## config.mk

```make
export PLATFORM = sky130hd
export DESIGN_NAME = lapp_unit
export DESIGN_NICKNAME = d
export VERILOG_FILES = /design/src/rtl/lapp_pkg.sv /design/src/rtl/lapp_ctrl.sv /design/src/rtl/lapp_datapath.sv /design/src/rtl/lapp_unit.sv
export SDC_FILE = /design/constraint.sdc
export NUM_CORES = 1
export LEC_CHECK = 0
export ABC_AREA = 1
export BUFFER_PORTS_ARGS = -buffer_cell sky130_fd_sc_hd__buf_2
export CAP_MARGIN = 25
export CORE_MARGIN = 3
export CORE_UTILIZATION = 54
export DETAILED_ROUTE_END_ITERATION = 10
export PLACE_DENSITY = 0.92
export SYNTH_ARGS = -nofsm -noshare
export SYNTH_HDL_FRONTEND = slang
export SYNTH_SLANG_ARGS = --single-unit
```

## constraint.sdc

```tcl
create_clock -name clk -period 3.2 [get_ports clk]
set_input_delay 0.32 -clock clk [delete_from_list [all_inputs] [get_ports clk]]
set_output_delay 0.32 -clock clk [all_outputs]
set_load 0.01 [all_outputs]
```

## src/rtl/lapp_pkg.sv

```systemverilog
package lapp_pkg;

  typedef enum logic [1:0] {
    ACC_FETCH  = 2'd0,
    ACC_STORE  = 2'd1,
    ACC_IFETCH = 2'd2,
    ACC_NONE   = 2'd3
  } acc_kind_e;

  typedef enum logic [1:0] {
    SPC_PRIMARY   = 2'd0,
    SPC_SECONDARY = 2'd1,
    SPC_HOME      = 2'd2,
    SPC_BAD       = 2'd3
  } space_e;

  typedef struct packed {
    logic protHit;
    logic noCache;
    logic modeErr;
  } lapp_strobe_t;

endpackage

```

## src/rtl/lapp_ctrl.sv

```systemverilog
module lapp_ctrl
  import lapp_pkg::*;
#(
  parameter int ADDR_W    = 32,
  parameter int PAGE_BITS = 12,
  parameter int WIN_BITS  = 9,
  parameter int LOW_PAGES = 2
) (
  input  logic              clk,
  input  logic              rstN,
  input  logic              reqValid,
  input  logic [ADDR_W-1:0] reqAddr,
  input  logic [1:0]        accKind,
  input  logic              realMode,
  input  logic              datOn,
  input  logic [1:0]        spaceSel,
  input  logic [2:0]        privBits,
  input  logic              lowProtCtl,
  output lapp_strobe_t      strb
);

  localparam int PN_W = ADDR_W - PAGE_BITS;

  logic [PN_W-1:0] pageNum;
  logic            inLowPage;
  logic            inWindow;
  logic            badSpace;
  logic            privSel;
  logic            protEnable;

  assign pageNum   = reqAddr[ADDR_W-1:PAGE_BITS];
  assign inLowPage = pageNum < PN_W'(LOW_PAGES);
  assign inWindow  = inLowPage && (reqAddr[PAGE_BITS-1:WIN_BITS] == '0);
  assign badSpace  = !realMode && (spaceSel == SPC_BAD);

  always_comb begin
    case (spaceSel)
      SPC_PRIMARY:   privSel = privBits[0];
      SPC_SECONDARY: privSel = privBits[1];
      SPC_HOME:      privSel = privBits[2];
      default:       privSel = 1'b0;
    endcase
  end

  assign protEnable = realMode ? lowProtCtl
                               : (lowProtCtl && datOn && !privSel);

  always_comb begin
    strb.modeErr = reqValid && badSpace;
    strb.noCache = reqValid && !badSpace && protEnable && inLowPage;
    strb.protHit = reqValid && !badSpace && protEnable && inWindow &&
                   (accKind == ACC_STORE);
  end

  AST_HIT_FLAGS_PAGE: assert property (@(posedge clk) disable iff (!rstN)
    strb.protHit |-> strb.noCache);

  AST_ERR_EXCLUSIVE: assert property (@(posedge clk) disable iff (!rstN)
    strb.modeErr |-> (!strb.protHit && !strb.noCache));

endmodule

```

## src/rtl/lapp_datapath.sv

```systemverilog
module lapp_datapath
  import lapp_pkg::*;
#(
  parameter int ADDR_W      = 32,
  parameter int PREFIX_BITS = 13
) (
  input  logic              clk,
  input  logic              rstN,
  input  logic              reqValid,
  input  logic [ADDR_W-1:0] reqAddr,
  input  lapp_strobe_t      strb,
  input  logic              prefixWe,
  input  logic [ADDR_W-1:0] prefixIn,
  output logic              rspValid,
  output logic [ADDR_W-1:0] absAddr,
  output logic              protExc,
  output logic              noWriteCache,
  output logic              modeErr
);

  localparam logic [ADDR_W-1:0] SPAN = ADDR_W'(1) << PREFIX_BITS;

  logic [ADDR_W-1:0] prefixReg;
  logic [ADDR_W-1:0] mapped;
  logic [ADDR_W-1:0] offsetFromPrefix;

  assign offsetFromPrefix = reqAddr - prefixReg;

  always_comb begin
    if (reqAddr < SPAN) begin
      mapped = reqAddr + prefixReg;
    end else if ((reqAddr >= prefixReg) && (offsetFromPrefix < SPAN)) begin
      mapped = offsetFromPrefix;
    end else begin
      mapped = reqAddr;
    end
  end

  always_ff @(posedge clk) begin
    if (!rstN) begin
      prefixReg <= '0;
    end else if (prefixWe) begin
      prefixReg <= {prefixIn[ADDR_W-1:PREFIX_BITS], {PREFIX_BITS{1'b0}}};
    end
  end

  always_ff @(posedge clk) begin
    if (!rstN) begin
      rspValid     <= 1'b0;
      absAddr      <= '0;
      protExc      <= 1'b0;
      noWriteCache <= 1'b0;
      modeErr      <= 1'b0;
    end else begin
      rspValid     <= reqValid;
      absAddr      <= (reqValid && !strb.protHit && !strb.modeErr) ? mapped : '0;
      protExc      <= strb.protHit;
      noWriteCache <= strb.noCache;
      modeErr      <= strb.modeErr;
    end
  end

  AST_RESP_NEXT_CYCLE: assert property (@(posedge clk) disable iff (!rstN)
    reqValid |=> rspValid);

  AST_IDLE_QUIET: assert property (@(posedge clk) disable iff (!rstN)
    !rspValid |-> (!protExc && !noWriteCache && !modeErr && absAddr == '0));

  AST_EXC_ZERO_ADDR: assert property (@(posedge clk) disable iff (!rstN)
    (rspValid && protExc) |-> (absAddr == '0));

  AST_PASS_BELOW_PREFIX: assert property (@(posedge clk) disable iff (!rstN)
    (reqValid && !strb.protHit && !strb.modeErr && reqAddr >= SPAN &&
     reqAddr < prefixReg) |=> (absAddr == $past(reqAddr)));

endmodule

```

## src/rtl/lapp_unit.sv

```systemverilog
module lapp_unit
  import lapp_pkg::*;
#(
  parameter int ADDR_W      = 32,
  parameter int PAGE_BITS   = 12,
  parameter int WIN_BITS    = 9,
  parameter int LOW_PAGES   = 2,
  parameter int PREFIX_BITS = 13
) (
  input  logic              clk,
  input  logic              rstN,
  input  logic              reqValid,
  input  logic [ADDR_W-1:0] reqAddr,
  input  logic [1:0]        accKind,
  input  logic              realMode,
  input  logic              datOn,
  input  logic [1:0]        spaceSel,
  input  logic [2:0]        privBits,
  input  logic              lowProtCtl,
  input  logic              prefixWe,
  input  logic [ADDR_W-1:0] prefixIn,
  output logic              rspValid,
  output logic [ADDR_W-1:0] absAddr,
  output logic              protExc,
  output logic              noWriteCache,
  output logic              modeErr
);

  lapp_strobe_t strb;

  lapp_ctrl #(
    .ADDR_W(ADDR_W), .PAGE_BITS(PAGE_BITS),
    .WIN_BITS(WIN_BITS), .LOW_PAGES(LOW_PAGES)
  ) i_ctrl (
    .clk(clk), .rstN(rstN), .reqValid(reqValid), .reqAddr(reqAddr),
    .accKind(accKind), .realMode(realMode), .datOn(datOn),
    .spaceSel(spaceSel), .privBits(privBits), .lowProtCtl(lowProtCtl),
    .strb(strb)
  );

  lapp_datapath #(
    .ADDR_W(ADDR_W), .PREFIX_BITS(PREFIX_BITS)
  ) i_datapath (
    .clk(clk), .rstN(rstN), .reqValid(reqValid), .reqAddr(reqAddr),
    .strb(strb), .prefixWe(prefixWe), .prefixIn(prefixIn),
    .rspValid(rspValid), .absAddr(absAddr), .protExc(protExc),
    .noWriteCache(noWriteCache), .modeErr(modeErr)
  );

endmodule

```

Word level (Yosys, flattened, before mapping):

Cells that the tools add are included.

* register bits after elaboration: 55
* output and inout bits: 36
* logic and storage cells: 41
* bits of input ports: 78

* equality and inequality tests: 4
* muxes and demuxes: 4
* add/sub/neg operators: 2
* order comparisons: 4
* reduce and logical (&&, ||, !) cells: 21

Operator list (count)
* $lt 32x14->1 const B: 2
* $mux 32: 2
* $add 32x32->32: 1
* $ge 32x32->1: 1
* $sub 32x32->32: 1
* $lt 20x2->1 const B: 1
* $logic_and 1x1->1: 13
* $logic_not 1->1: 5
* $eq 2x1->1 const B: 2
* $eq 2x2->1 const B: 2
* $logic_not 3->1: 1
* $pmux 1 s3: 1
* $logic_not 2->1: 1
* $reduce_and 2->1: 1
* $mux 1: 1

Longest topological paths before layout:

Gate-level depths: netlist (run 1).

* depth in word-level cells: 12
* gate-level depth with buffers: 20
* depth with buffers taken out: 20

By module:

Synthesis (run 1) repeated with hierarchy kept, for this count alone.

* cell total of the unflattened synthesis: 717
* area, all modules: 4393.0 um^2

Modules (own cells, without submodules)
* lapp_datapath: instances 1, sequential area each 1101.1 um^2, cells each 681, area an instance 4246.6 um^2
* lapp_ctrl: instances 1, sequential area each 0.0 um^2, cells each 36, area an instance 146.4 um^2

Worst setup path before layout (run 1):

OpenSTA, ideal clock, no wires.

* path type: input to register
* from: in reqAddr[13]
* to: reg i_datapath.absAddr[15]
* path buffers: 1
* data required time: 3.077 ns
* path slack: 0.939 ns
* arrival time: 2.139 ns
* library setup time: 0.123 ns
* cell stages on the path: 19
* cell sequence: inv_1 > ha_1 > inv_1 > fa_1 > nand3_1 > nand3_1 > nand2_1 > nand2_1 > nand2_1 > nand2_1 > nand2_1 > nand2_1 > nor2_1 > nand3_1 > nor2_2 > nand2_4 > buf_6 > nand3_2 > a21oi_2

* longest elaborated chain between the ends: 8
* elaborated cells on any way between the ends: 16
* those cells by class: 2 x add/sub; 4 x order compare; 2 x mux; 8 x reduce/logical

Ends and longest elaborated chain
* from (decl): line lapp_unit.sv:13 `input logic [ADDR_W-1:0] reqAddr,`
* parallel branches: the longest is 8 deep, another holds $sub 32x32->32
* to (signal assigned): line lapp_datapath.sv:56 `absAddr <= (reqValid && !strb.protHit && !strb.modeErr) ? mapped : '0;`
* to (decl): line lapp_datapath.sv:15 `output logic [ADDR_W-1:0] absAddr,`

Parallel ways; which one is timed is not known.
A chain may end at the register's enable or synchronous reset.

Worst setup path in the final report (run 1):

* from: reg i_datapath.prefixReg[13]
* to: reg i_datapath.absAddr[13]

* longest elaborated chain between the ends: 5
* elaborated cells on any way between the ends: 7
* those cells by class: 2 x add/sub; 2 x order compare; 2 x mux; 1 x reduce/logical

Ends and longest elaborated chain
* from (decl): line lapp_datapath.sv:23 `logic [ADDR_W-1:0] prefixReg;`
* from (signal assigned): line lapp_datapath.sv:43 `prefixReg <= {prefixIn[ADDR_W-1:PREFIX_BITS], {PREFIX_BITS{1'b0}}};`
* $sub 32x32->32: line lapp_datapath.sv:27 `assign offsetFromPrefix = reqAddr - prefixReg;`
* $lt 32x14->1: line lapp_datapath.sv:32 `end else if ((reqAddr >= prefixReg) && (offsetFromPrefix < SPAN)) begin`
* $logic_and 1x1->1: line lapp_datapath.sv:32
* $mux 32: line lapp_datapath.sv:32
* $mux 32 (*): line lapp_datapath.sv:30 `if (reqAddr < SPAN) begin`

Every way passes the cells marked *; elsewhere a longest branch is shown, timed or not.

==> results of run 1 <==
## per-layer routing
metal | vias to the layer above | part of all wire (%) | global-route usage [%]
met5 | - | 0 | 0
met4 | 0 | 2.7 | 8.53
met3 | 28 | 11 | 5.00
met2 | 231 | 46 | 46.5
met1 | 2109 | 40 | 33.3
li1 | 2385 | - | -
## power breakdown
group / total (mW) / internal (mW) / switching [mW] / leakage (nW)
Clock: 0.409 / 0.158 / 0.251 / 0.0485
Sequential: 0.730 / 0.718 / 0.0123 / 0.453
Combinational: 0.651 / 0.224 / 0.426 / 2.29
Total: 1.79 / 1.10 / 0.690 / 2.79
## cells in the mapped netlist, types with 2 or more instances
library cell	number
sky130_fd_sc_hd__xor2_1	12
sky130_fd_sc_hd__a21oi_1	65
sky130_fd_sc_hd__buf_6	3
sky130_fd_sc_hd__and3_1	3
sky130_fd_sc_hd__o31ai_1	2
sky130_fd_sc_hd__buf_2	7
sky130_fd_sc_hd__o21ai_0	35
sky130_fd_sc_hd__nand3_2	11
sky130_fd_sc_hd__a21oi_2	10
sky130_fd_sc_hd__ha_1	37
sky130_fd_sc_hd__o21bai_1	2
sky130_fd_sc_hd__nor3_1	10
sky130_fd_sc_hd__nand2_2	3
sky130_fd_sc_hd__o21ai_1	3
sky130_fd_sc_hd__buf_4	2
sky130_fd_sc_hd__nand3_1	51
sky130_fd_sc_hd__inv_1	117
sky130_fd_sc_hd__o21a_1	2
sky130_fd_sc_hd__nor4_1	2
sky130_fd_sc_hd__fa_1	2
sky130_fd_sc_hd__nor2_1	70
sky130_fd_sc_hd__dfxtp_1	55
sky130_fd_sc_hd__clkbuf_1	6
sky130_fd_sc_hd__nand4_1	13
sky130_fd_sc_hd__and2_1	2
sky130_fd_sc_hd__nand2_1	144
sky130_fd_sc_hd__inv_2	2
sky130_fd_sc_hd__nor2_2	3
sky130_fd_sc_hd__or2_2	2
## cell usage in the layout, fill, tap and decap left out, types with 2 or more instances in the layout
master                     synthesis  final
sky130_fd_sc_hd__a21oi_1          65     65
sky130_fd_sc_hd__a21oi_2          10     10
sky130_fd_sc_hd__and2_1            2      2
sky130_fd_sc_hd__and3_1            3      3
sky130_fd_sc_hd__buf_2             7    100
sky130_fd_sc_hd__buf_4             2      5
sky130_fd_sc_hd__clkbuf_8          0      5
sky130_fd_sc_hd__dfxtp_1          55     55
sky130_fd_sc_hd__fa_1              2      2
sky130_fd_sc_hd__ha_1             37     37
sky130_fd_sc_hd__inv_1           117    117
sky130_fd_sc_hd__inv_2             2      2
sky130_fd_sc_hd__nand2_1         144    144
sky130_fd_sc_hd__nand2_2           3      3
sky130_fd_sc_hd__nand3_1          51     51
sky130_fd_sc_hd__nand3_2          11     11
sky130_fd_sc_hd__nand4_1          13     13
sky130_fd_sc_hd__nor2_1           70     70
sky130_fd_sc_hd__nor2_2            3      3
sky130_fd_sc_hd__nor3_1           10     10
sky130_fd_sc_hd__nor4_1            2      2
sky130_fd_sc_hd__o21a_1            2      2
sky130_fd_sc_hd__o21ai_0          35     35
sky130_fd_sc_hd__o21ai_1           3      3
sky130_fd_sc_hd__o21bai_1          2      2
sky130_fd_sc_hd__o31ai_1           2      2
sky130_fd_sc_hd__or2_2             2      2
sky130_fd_sc_hd__xor2_1           12     12
## worst paths after layout
path	end	depth (start not counted)
worst max-delay path	i_datapath.absAddr[13]	19
worst min-delay path	i_datapath.modeErr	2
worst min register to register	i_datapath.prefixReg[21]	2
worst max register to register	i_datapath.absAddr[13]	19
## logic make-up after synthesis
family,share of synthesized area (%)
AOI/OAI and AO/OA,15.7
adders and majority gates,11.5
xor gates and xnor gates,2.40
DFF,25.1
buffers and inverters,12.8
and+or+nand+nor,32.5
## through the flow
stage	hold WS (ns)	power (mW)	setup slack (ns)	area (µm²)	utilization (%)
5_1_grt	0.217	1.90	0.249	5030	64.4
6_report	0.219	1.79	0.520	5030	64.4
2_1_floorplan	0.398	1.19	0.939	4380	-
3_5_place_dp	0.474	1.38	0.452	4940	63.2
4_1_cts	0.217	1.78	0.559	5030	64.4
3_3_place_gp	0.468	1.37	0.483	4940	63.2
## cell type report
| cell class | count | share of cell area (%) |
|---|---|---|
| Clock inverter | 3 | 0.448 |
| Sequential cell | 55 | 21.9 |
| Tap cell | 102 | 2.54 |
| Clock buffer | 5 | 1.37 |
| Multi-Input combinational cell | 492 | 54.1 |
| Timing Repair Buffer | 105 | 10.7 |
| Inverter | 120 | 8.96 |
## worst max-delay path: cells and delay by family, from the launching register on
| family | cells | cell delay [ns] |
|---|---|---|
| AND/OR/NAND/NOR | 16 | 1.46 |
| buffers and inverters | 1 | 0.12 |
| adder cells (fa/ha/maj) | 2 | 0.62 |
| flip-flops | 1 | 0.37 |
## flip-flops by register name, indices dropped and copies added, names as in the netlist
register / flops
i_datapath.absAddr: 32
i_datapath.modeErr: 1
i_datapath.noWriteCache: 1
i_datapath.prefixReg: 19
i_datapath.protExc: 1
i_datapath.rspValid: 1
==> results_dict.tcl, run 1 <==
set metrics [dict create \
    syn-instance-count 686 \
    timing_max_transition_violations_final 0 \
    worst_setup_path_startpoint "i_datapath.prefixReg[13]" \
    outcome "complete, no violations" \
    wire_per_inst_um 14.3 \
    fp-row-count 32 \
    timing.clock.skew_ns 0.0112 \
    placedCellCount 874 \
    synthesis.area_per_instance_um2 6.39 \
    die_width_um 96.1 \
    dp_hpwl_um 10300 \
    synth_enable_flop_cells 0 \
    timing.critical_path.from_type "register" \
    final.fill_count 750 \
    seq_area_mm2 0.00110 \
    grt_usage_pct 26.8 \
    timing.fmax_mhz 373 \
    r2r_start "i_datapath.prefixReg[13]" \
    synth_nets 803 \
    yosys.area.top_type_share_pct 25.1 \
    timing.critical_path.mode_cell "sky130_fd_sc_hd__nand2_1" \
    setup_violating_endpoint_count_in_the_final_report 0 \
    finalWeightedCongestion 0.986 \
    via_count 4753 \
    worst_path_largest_cell_delay_ns 0.46 \
    clk-insertion-delay-late_ns 0.31 \
    io_pins 114 \
    hold_path_startpoint "realMode" \
    vdd_drop_max_v 0.000181 \
    synth_top_cell_by_area "sky130_fd_sc_hd__dfxtp_1" \
    drt-pass1-iter-count 6 \
    report.final.hold_viol_count 0 \
    max-clock-path-buffers 2 \
    post_cts_buffers 0 \
    placement.io_buffers 100 \
    floorplan.die_area_mm2 0.00923 \
    async_s_r_ff_share_synth_pct 0 \
    slew-limit-headroom_pct 67.3 \
    cts_htree_levels 2 \
    ys_seq_area_share_pct 25.1 \
    worst_setup_hold_path_clk_slew_ns 0.11 \
    worst_hold_path_type "in2reg" \
    tightest_slew_ns 0.486 \
    start_util_pct 56.1 \
    antenna_found_initial 0 \
    drtIter0Drc 320 \
    stdcell_count 882 \
    detail_route.wirelength_um 12600 \
    clkSinkCount 55 \
    drv_cap 0 \
    grt_max_degree 32 \
    path_cells "ha_1 > inv_1 > fa_1 > nand3_1 > nand3_1 > nand2_1 > nand2_1 > nand2_1 > nand2_1 > nand2_1 > nand2_1 > nor2_1 > nand3_1 > nor2_2 > nand2_4 > nand2_1 > nand2_1 > nand2_1 > nor2_1" \
    vias_in_the_first_global_route 4267 \
    timing.setup.tns_ns 0 \
    worstPathMaxFanout 19 \
    synth.ff_latch_count 55 \
    drive_gt1_share_pct 18.7 \
    regToRegSetupSlack_ns 0.52 \
    power.static_leakage_nw 2.79 \
    grt_pass1_wl_um 19300 \
    globalRouteOverflowTotal 0 \
    ys.warnings.count 0 \
    clock_tree_from_tritoncts "yes" \
    yosysUniqueCellTypes 39 \
    multiInputGateArea_mm2 0.00272 \
    rsz0062_at_grt "no" \
    cp_data_arrival_time_ns 2.89 \
    post_layout_nets 896 \
    vias_per_cell 5.39 \
    post_synth_main_area_contributors "sky130_fd_sc_hd__dfxtp_1 (25%), sky130_fd_sc_hd__nand2_1 (12%), sky130_fd_sc_hd__ha_1 (11%)" \
    die_height_um 96.1 \
    syn_area_mm2 0.00438 \
    postRouteAntennaNets 0 \
    cts_resized 0 \
    synth_ff_type "sky130_fd_sc_hd__dfxtp_1" \
    fp.coreArea_mm2 0.00781 \
    timing.final.crit_share_pct 83.7 \
    layout-area-overhead-vs-synth_pct 14.8 \
    timing.critical_path.slowest_stage_cell "sky130_fd_sc_hd__fa_1" \
    number_of_inserted_diodes 0 \
    endpoint_kind "register" \
    p_per_area_mw_per_mm2 356 \
    final_period_minus_worst_setup_slack_ns 2.68 \
    clock_tree.root_cell "sky130_fd_sc_hd__clkbuf_8" \
    cts_hold_buf 0 \
    required_ns 3.41 \
    worst-setup-path-type "reg2reg" \
    cts_buffers 5 \
    count_of_unresolved_drc_violations_after_routing 0 \
]
Note: power is estimated with default switching activity, not from simulation.
==> run 2: changes to the inputs <==
--- a/config.mk
+++ b/config.mk
@@ -9,9 +9,9 @@
 export BUFFER_PORTS_ARGS = -buffer_cell sky130_fd_sc_hd__buf_2
 export CAP_MARGIN = 25
 export CORE_MARGIN = 3
-export CORE_UTILIZATION = 54
+export CORE_UTILIZATION = 49
 export DETAILED_ROUTE_END_ITERATION = 10
-export PLACE_DENSITY = 0.92
+export PLACE_DENSITY = 0.89
 export SYNTH_ARGS = -nofsm -noshare
 export SYNTH_HDL_FRONTEND = slang
 export SYNTH_SLANG_ARGS = --single-unit
==> constraint.sdc (replaced) <==
create_clock -name clk -period 2.3 [get_ports clk]
set_input_delay 0.23 -clock clk [delete_from_list [all_inputs] [get_ports clk]]
set_output_delay 0.23 -clock clk [all_outputs]
set_load 0.01 [all_outputs]
==> run 2 against run 1 <==
  * Register-to-register slack worse by 0.63 ns
  * Flip-flop and latch count unchanged
  * Critical endpoint is now i_datapath.absAddr[29]
  * Worst hold slack worse by 0.13 ns
  * Largest cell class unchanged
  * The run now ends with negative setup slack left
==> results_dict.tcl, run 2 (synthesis gave the netlist of run 1 again) <==
set metrics [dict create \
    start_util_pct 51.8 \
    grt_pass1_wl_um 21700 \
    grt_max_degree 28 \
    globalRouteOverflowTotal 0 \
    floorplan.die_area_mm2 0.0101 \
    stdcell_count 971 \
    largest_register_ff_count 32 \
    worstPathMaxFanout 6 \
    timing.critical_path.mode_cell "sky130_fd_sc_hd__nand3_1" \
    hold_depth 2 \
    worst-setup-path-type "reg2reg" \
    outcome "complete, but fails checks" \
    drt-pass1-iter-count 5 \
    vias_in_the_first_global_route 4653 \
    timing.final.crit_share_pct 105 \
    timing.fmax_mhz 416 \
    path_cells "ha_4 > inv_2 > fa_2 > buf_4 > nand3_1 > nand3_2 > nand2_1 > nand3_1 > nand2_1 > nand3_2 > nor2_4 > nand2_4 > buf_12 > nand3_1 > a21oi_1" \
    count_of_unresolved_drc_violations_after_routing 0 \
    commonest_cells_after_routing_fill_and_taps_aside "sky130_fd_sc_hd__nand2_1 (135), sky130_fd_sc_hd__inv_1 (116), sky130_fd_sc_hd__buf_2 (100)" \
    clk-insertion-delay-late_ns 0.32 \
    post_layout_nets 982 \
    timing.critical_path.slowest_stage_cell "sky130_fd_sc_hd__dfxtp_4" \
    layout-area-overhead-vs-synth_pct 37.7 \
    vdd_drop_max_v 0.000247 \
    top_register "i_datapath.absAddr" \
    die_height_um 101 \
    fp-row-count 33 \
    regToRegSetupSlack_ns -0.11 \
    seq_power_share_pct 36.2 \
    detail_route.wirelength_um 13800 \
    cts_buffers 5 \
    tightest_slew_ns 0.362 \
    timing.critical_path.from_type "register" \
    clock_tree_from_tritoncts "yes" \
    final.fill_count 750 \
    seq_area_mm2 0.00111 \
    antenna_found_initial 0 \
    postRouteAntennaNets 0 \
    worst-r2r-cell-count 15 \
    setup_violating_endpoint_count_in_the_final_report 15 \
    worst_setup_hold_path_clk_slew_ns 0.12 \
    slew-limit-headroom_pct 75.6 \
    cell_internal_pwr_mw 1.73 \
    number_of_inserted_diodes 0 \
    endpoint_kind "register" \
    via_count 5069 \
    report.final.hold_viol_count 0 \
    clock_network_fraction_of_design_power_pct 21.0 \
    p_per_area_mw_per_mm2 465 \
    max-clock-path-buffers 2 \
    io_pins 114 \
    layout_commonest_cell "sky130_fd_sc_hd__nand2_1" \
    rsz0062_at_grt "yes" \
    cts_htree_levels 2 \
    dp_hpwl_um 10800 \
    biggestRegsByFlops "i_datapath.absAddr (32), i_datapath.prefixReg (19)" \
    power.switching_mw 1.08 \
    clock_tree.root_cell "sky130_fd_sc_hd__clkbuf_8" \
    power_frac_comb_pct 42.8 \
    vias_per_cell 5.22 \
    grt_usage_pct 26.6 \
    clkSinkCount 55 \
    timing_max_transition_violations_final 0 \
    die_width_um 101 \
    timing.clock.skew_ns 0.00991 \
    drtIter0Drc 335 \
    finalWorstSetupSlack_ns -0.106 \
    cp_data_arrival_time_ns 2.61 \
    wire_per_inst_um 14.3 \
    fp.coreArea_mm2 0.00846 \
    drv_cap 0 \
    placement.io_buffers 100 \
    final_period_minus_worst_setup_slack_ns 2.41 \
    finalWeightedCongestion 0.976 \
    worst_hold_path_type "in2reg" \
    drive_gt1_share_pct 32.7 \
    power.static_leakage_nw 3.25 \
    worst_path_largest_cell_delay_ns 0.39 \
    placedCellCount 952 \
    required_ns 2.51 \
    failed_checks "negative setup slack" \
    cts_hold_buf 0 \
    switching_fraction_of_total_power_pct 38.3 \
    multiInputGateArea_mm2 0.00306 \
    timing.setup.tns_ns -1.21 \
]
run 2: cell count changes in the layout (fill, tap and decap cells not counted), sizes merged:
cell	previous run	this run
nand2	148	149
buf	105	190
run 2: final cells by class:
| cell class | instances | area share, % |
|---|---|---|
| well taps | 105 | 2.18 |
| inverters | 120 | 7.46 |
| flip-flops and latches | 55 | 18.3 |
| multi-input cells | 493 | 50.7 |
| repair buffers | 190 | 19.8 |
| clock inverters | 3 | 0.373 |
| clock buffers | 5 | 1.14 |
run 2: worst max-delay path, delay by kind of cell, from the launching register on:
family                     cells  cell delay, ns
AOI/OAI and AO/OA              1            0.07
buffers and inverters          3            0.35
and+or+nand+nor                9            0.97
adders and majority gates      2            0.51
DFF                            1            0.39
run 2: repair_timing:
item                                    in CTS  in global routing
pin swaps                                    4                  5
resized for setup                           24                 44
cloned                                       1                  0
endpoints found under the setup margin      19                 19
buffers inserted                             8                  2
run 2: power by group through the flow:
| stage | clock network, mW | registers (mW) | logic, mW |
|---|---|---|---|
| after floorplan | 0 | 1.05 | 0.608 |
| after global placement | 0 | 1.04 | 1.04 |
| after detailed placement | 0 | 1.04 | 1.04 |
| after CTS | 0.594 | 1.02 | 1.09 |
| after global routing | 0.624 | 1.02 | 1.32 |
| final | 0.589 | 1.02 | 1.20 |
run 2: worst paths after layout:
path | from | to
min reg2reg | i_datapath.prefixReg[23] | i_datapath.prefixReg[23]
min | realMode | i_datapath.modeErr
max | i_datapath.prefixReg[13] | i_datapath.absAddr[29]
max reg2reg | i_datapath.prefixReg[13] | i_datapath.absAddr[29]
run 2: metal layers:
metal  vias to the layer above  GRT usage, %  share of wire (%)
li1                       2557             -                  -
met1                      2238          35.3                 42
met2                       242          44.9                 45
met3                        32          3.67                 10
met4                         0          7.98                2.5
met5                         -             0                  0
run 2: metrics by stage:
| step | instance area [µm²] | setup WS, ns | hold slack, ns | util, % | total power [mW] |
|---|---|---|---|---|---|
| 6_report | 6030 | -0.106 | 0.0913 | 71.3 | 2.81 |
| 5_1_grt | 6030 | -0.244 | 0.111 | 71.3 | 2.97 |
| 4_1_cts | 5790 | -0.0759 | 0.0961 | 68.4 | 2.70 |
| 3_5_place_dp | 5500 | -0.265 | 0.438 | 65.0 | 2.08 |
| 3_3_place_gp | 5500 | -0.162 | 0.431 | 65.0 | 2.07 |
| 2_1_floorplan | 4380 | 0.0649 | 0.308 | - | 1.66 |
==> run 3: changes to the inputs <==
--- a/config.mk
+++ b/config.mk
@@ -9,9 +9,9 @@
 export BUFFER_PORTS_ARGS = -buffer_cell sky130_fd_sc_hd__buf_2
 export CAP_MARGIN = 25
 export CORE_MARGIN = 3
-export CORE_UTILIZATION = 49
+export CORE_UTILIZATION = 30
 export DETAILED_ROUTE_END_ITERATION = 10
-export PLACE_DENSITY = 0.89
+export PLACE_DENSITY = 0.63
 export SYNTH_ARGS = -nofsm -noshare
 export SYNTH_HDL_FRONTEND = slang
 export SYNTH_SLANG_ARGS = --single-unit
==> run 3 against run 2 <==
  * The run still ends with negative setup slack left
  * Non-clock buffer count grew 26
  * Worst setup slack gained 0.10 ns
  * Combinational power about the same
  * Largest cell class unchanged
  * Final area is 4.1% higher
  * Critical path depth fell by 1
  * Critical path type unchanged
==> results_dict.tcl, run 3 (synthesis gave the netlist of run 1 again) <==
set metrics [dict create \
    grt_pass1_wl_um 22300 \
    cts_buffers 5 \
    dpl_cell_area_mm2 0.00589 \
    final_standard_cell_utilization_of_the_core_pct 44.6 \
    globalRouteOverflowTotal 0 \
    dp_hpwl_um 11800 \
    io_pins 114 \
    fp-row-count 43 \
    report.final.hold_viol_count 0 \
    commonest_cells_after_routing_fill_and_taps_aside "sky130_fd_sc_hd__nand2_1 (135), sky130_fd_sc_hd__inv_1 (116), sky130_fd_sc_hd__buf_4 (113)" \
    die_height_um 127 \
    timing.fmax_mhz 434 \
    cts_htree_levels 2 \
    post-route-cell-area_mm2 0.00628 \
    biggestRegsByFlops "i_datapath.absAddr (32), i_datapath.prefixReg (19)" \
    clk-insertion-delay-late_ns 0.30 \
    cp_data_arrival_time_ns 2.49 \
    start_util_pct 31.1 \
    via_count 5040 \
    number_of_inserted_diodes 0 \
    endpoint_kind "register" \
    largest_register_ff_count 32 \
    layout-area-overhead-vs-synth_pct 43.4 \
    p_per_area_mw_per_mm2 500 \
    drive_gt1_share_pct 33.2 \
    multiInputGateArea_mm2 0.00293 \
    power.static_leakage_nw 3.38 \
    post_layout_nets 1007 \
    worst_hold_path_type "in2reg" \
    antenna_found_initial 0 \
    layout_commonest_cell "sky130_fd_sc_hd__nand2_1" \
    count_of_unresolved_drc_violations_after_routing 0 \
    wire_per_inst_um 13.4 \
    rsz0062_at_grt "yes" \
    slew-limit-headroom_pct 70.2 \
    grt_max_degree 24 \
    regToRegSetupSlack_ns -0.006 \
    finalWeightedCongestion 0.986 \
    final.fill_count 1456 \
    seq_area_mm2 0.00110 \
    timing.critical_path.from_type "register" \
    grt_usage_pct 17.1 \
    clock_tree_from_tritoncts "yes" \
    worst-setup-path-type "reg2reg" \
    tightest_slew_ns 0.442 \
    finalWorstSetupSlack_ns -0.00569 \
    final_period_minus_worst_setup_slack_ns 2.31 \
    required_ns 2.48 \
    timing_max_transition_violations_final 0 \
    vdd_drop_max_v 0.000323 \
    worstPathMaxFanout 9 \
    timing.clock.skew_ns 0.00590 \
    timing.final.crit_share_pct 100 \
    clock_tree.root_cell "sky130_fd_sc_hd__clkbuf_16" \
    clkSinkCount 55 \
    timing.setup.tns_ns -0.0138 \
    placement.io_buffers 100 \
    postRouteAntennaNets 0 \
    detail_route.wirelength_um 14300 \
    worst_setup_hold_path_clk_slew_ns 0.07 \
    top_register "i_datapath.absAddr" \
    die_width_um 127 \
    drt-pass1-iter-count 5 \
    setup_violating_endpoint_count_in_the_final_report 4 \
    drtIter0Drc 284 \
    failed_checks "negative setup slack" \
    fp.coreArea_mm2 0.0141 \
    place_worst_setup_slack_ns -0.141 \
    floorplan.die_area_mm2 0.0161 \
    outcome "complete, but fails checks" \
    drv_cap 0 \
    vias_per_cell 4.71 \
    vias_in_the_first_global_route 4770 \
    max-clock-path-buffers 2 \
]
==> run 3: changes by cell type in the layout (fill, tap and decap cells not counted), sizes merged <==
| cell | change |
|---|---|
| buf | +26 |
| clkinv | -2 |
| bufinv | +1 |
| clkinvlp | +1 |
| nand2 | -1 |
==> run 3: critical path: stages (launching register included) <==
cell and delay (ns):
sky130_fd_sc_hd__dfxtp_2 0.35, sky130_fd_sc_hd__ha_4 0.12, sky130_fd_sc_hd__inv_2 0.04, sky130_fd_sc_hd__fa_2 0.37
sky130_fd_sc_hd__buf_4 0.15, sky130_fd_sc_hd__nand3_1 0.09, sky130_fd_sc_hd__nand3_2 0.13, sky130_fd_sc_hd__buf_4 0.16
sky130_fd_sc_hd__xor2_1 0.12, sky130_fd_sc_hd__nand3_1 0.10, sky130_fd_sc_hd__nor2_2 0.15, sky130_fd_sc_hd__nand2_4 0.11
sky130_fd_sc_hd__buf_12 0.16, sky130_fd_sc_hd__nand3_1 0.06, sky130_fd_sc_hd__a21oi_1 0.06
==> run 3: worst paths after layout <==
check | start | cells after the start | to
max | i_datapath.prefixReg[13] | 14 | i_datapath.absAddr[28]
min | realMode | 2 | i_datapath.modeErr
max reg2reg | i_datapath.prefixReg[13] | 14 | i_datapath.absAddr[28]
min reg2reg | i_datapath.prefixReg[31] | 2 | i_datapath.prefixReg[31]
==> run 3: layout make-up <==
class / count / share of cell area, %
Multi-Input combinational cell: 492 / 46.7
Timing Repair Buffer: 216 / 22.3
Sequential cell: 55 / 17.5
Inverter: 120 / 7.17
Tap cell: 180 / 3.58
Clock buffer: 5 / 1.99
Clock inverter: 3 / 0.737
==> run 3: report_power, final <==
| part | total, mW | internal, mW | switching, mW | leakage, nW |
|---|---|---|---|---|
| registers | 1.02 | 0.998 | 0.0174 | 0.453 |
| logic | 1.22 | 0.543 | 0.675 | 2.85 |
| clock network | 0.910 | 0.519 | 0.391 | 0.0804 |
==> run 3: routing by layer <==
| layer | part of all wire [%] | track usage [%] | wire, µm |
|---|---|---|---|
| met1 | 44 | 21.5 | 6280 |
| met2 | 47 | 29.9 | 6760 |
| met3 | 6.8 | 2.23 | 968 |
| met5 | 0 | 0 | 0 |
| met4 | 2.2 | 6.18 | 322 |
==> run 3: metrics by stage <==
step	hold slack, ns	std cells	power (mW)
6_report	0.123	1071	3.14
3_3_place_gp	0.435	1063	2.16
5_1_grt	0.112	1071	3.35
4_1_cts	0.118	1071	3.12
3_5_place_dp	0.432	1063	2.17
2_1_floorplan	0.308	686	1.66
==> run 3: timing repair <==
| action | 4_1_cts | 5_1_grt |
|---|---|---|
| hold buffers | 0 | 0 |
| endpoints found under the setup margin | 18 | 19 |
| setup buffers | 0 | 0 |
| resized for setup | 13 | 35 |
| pin swaps | 3 | 4 |
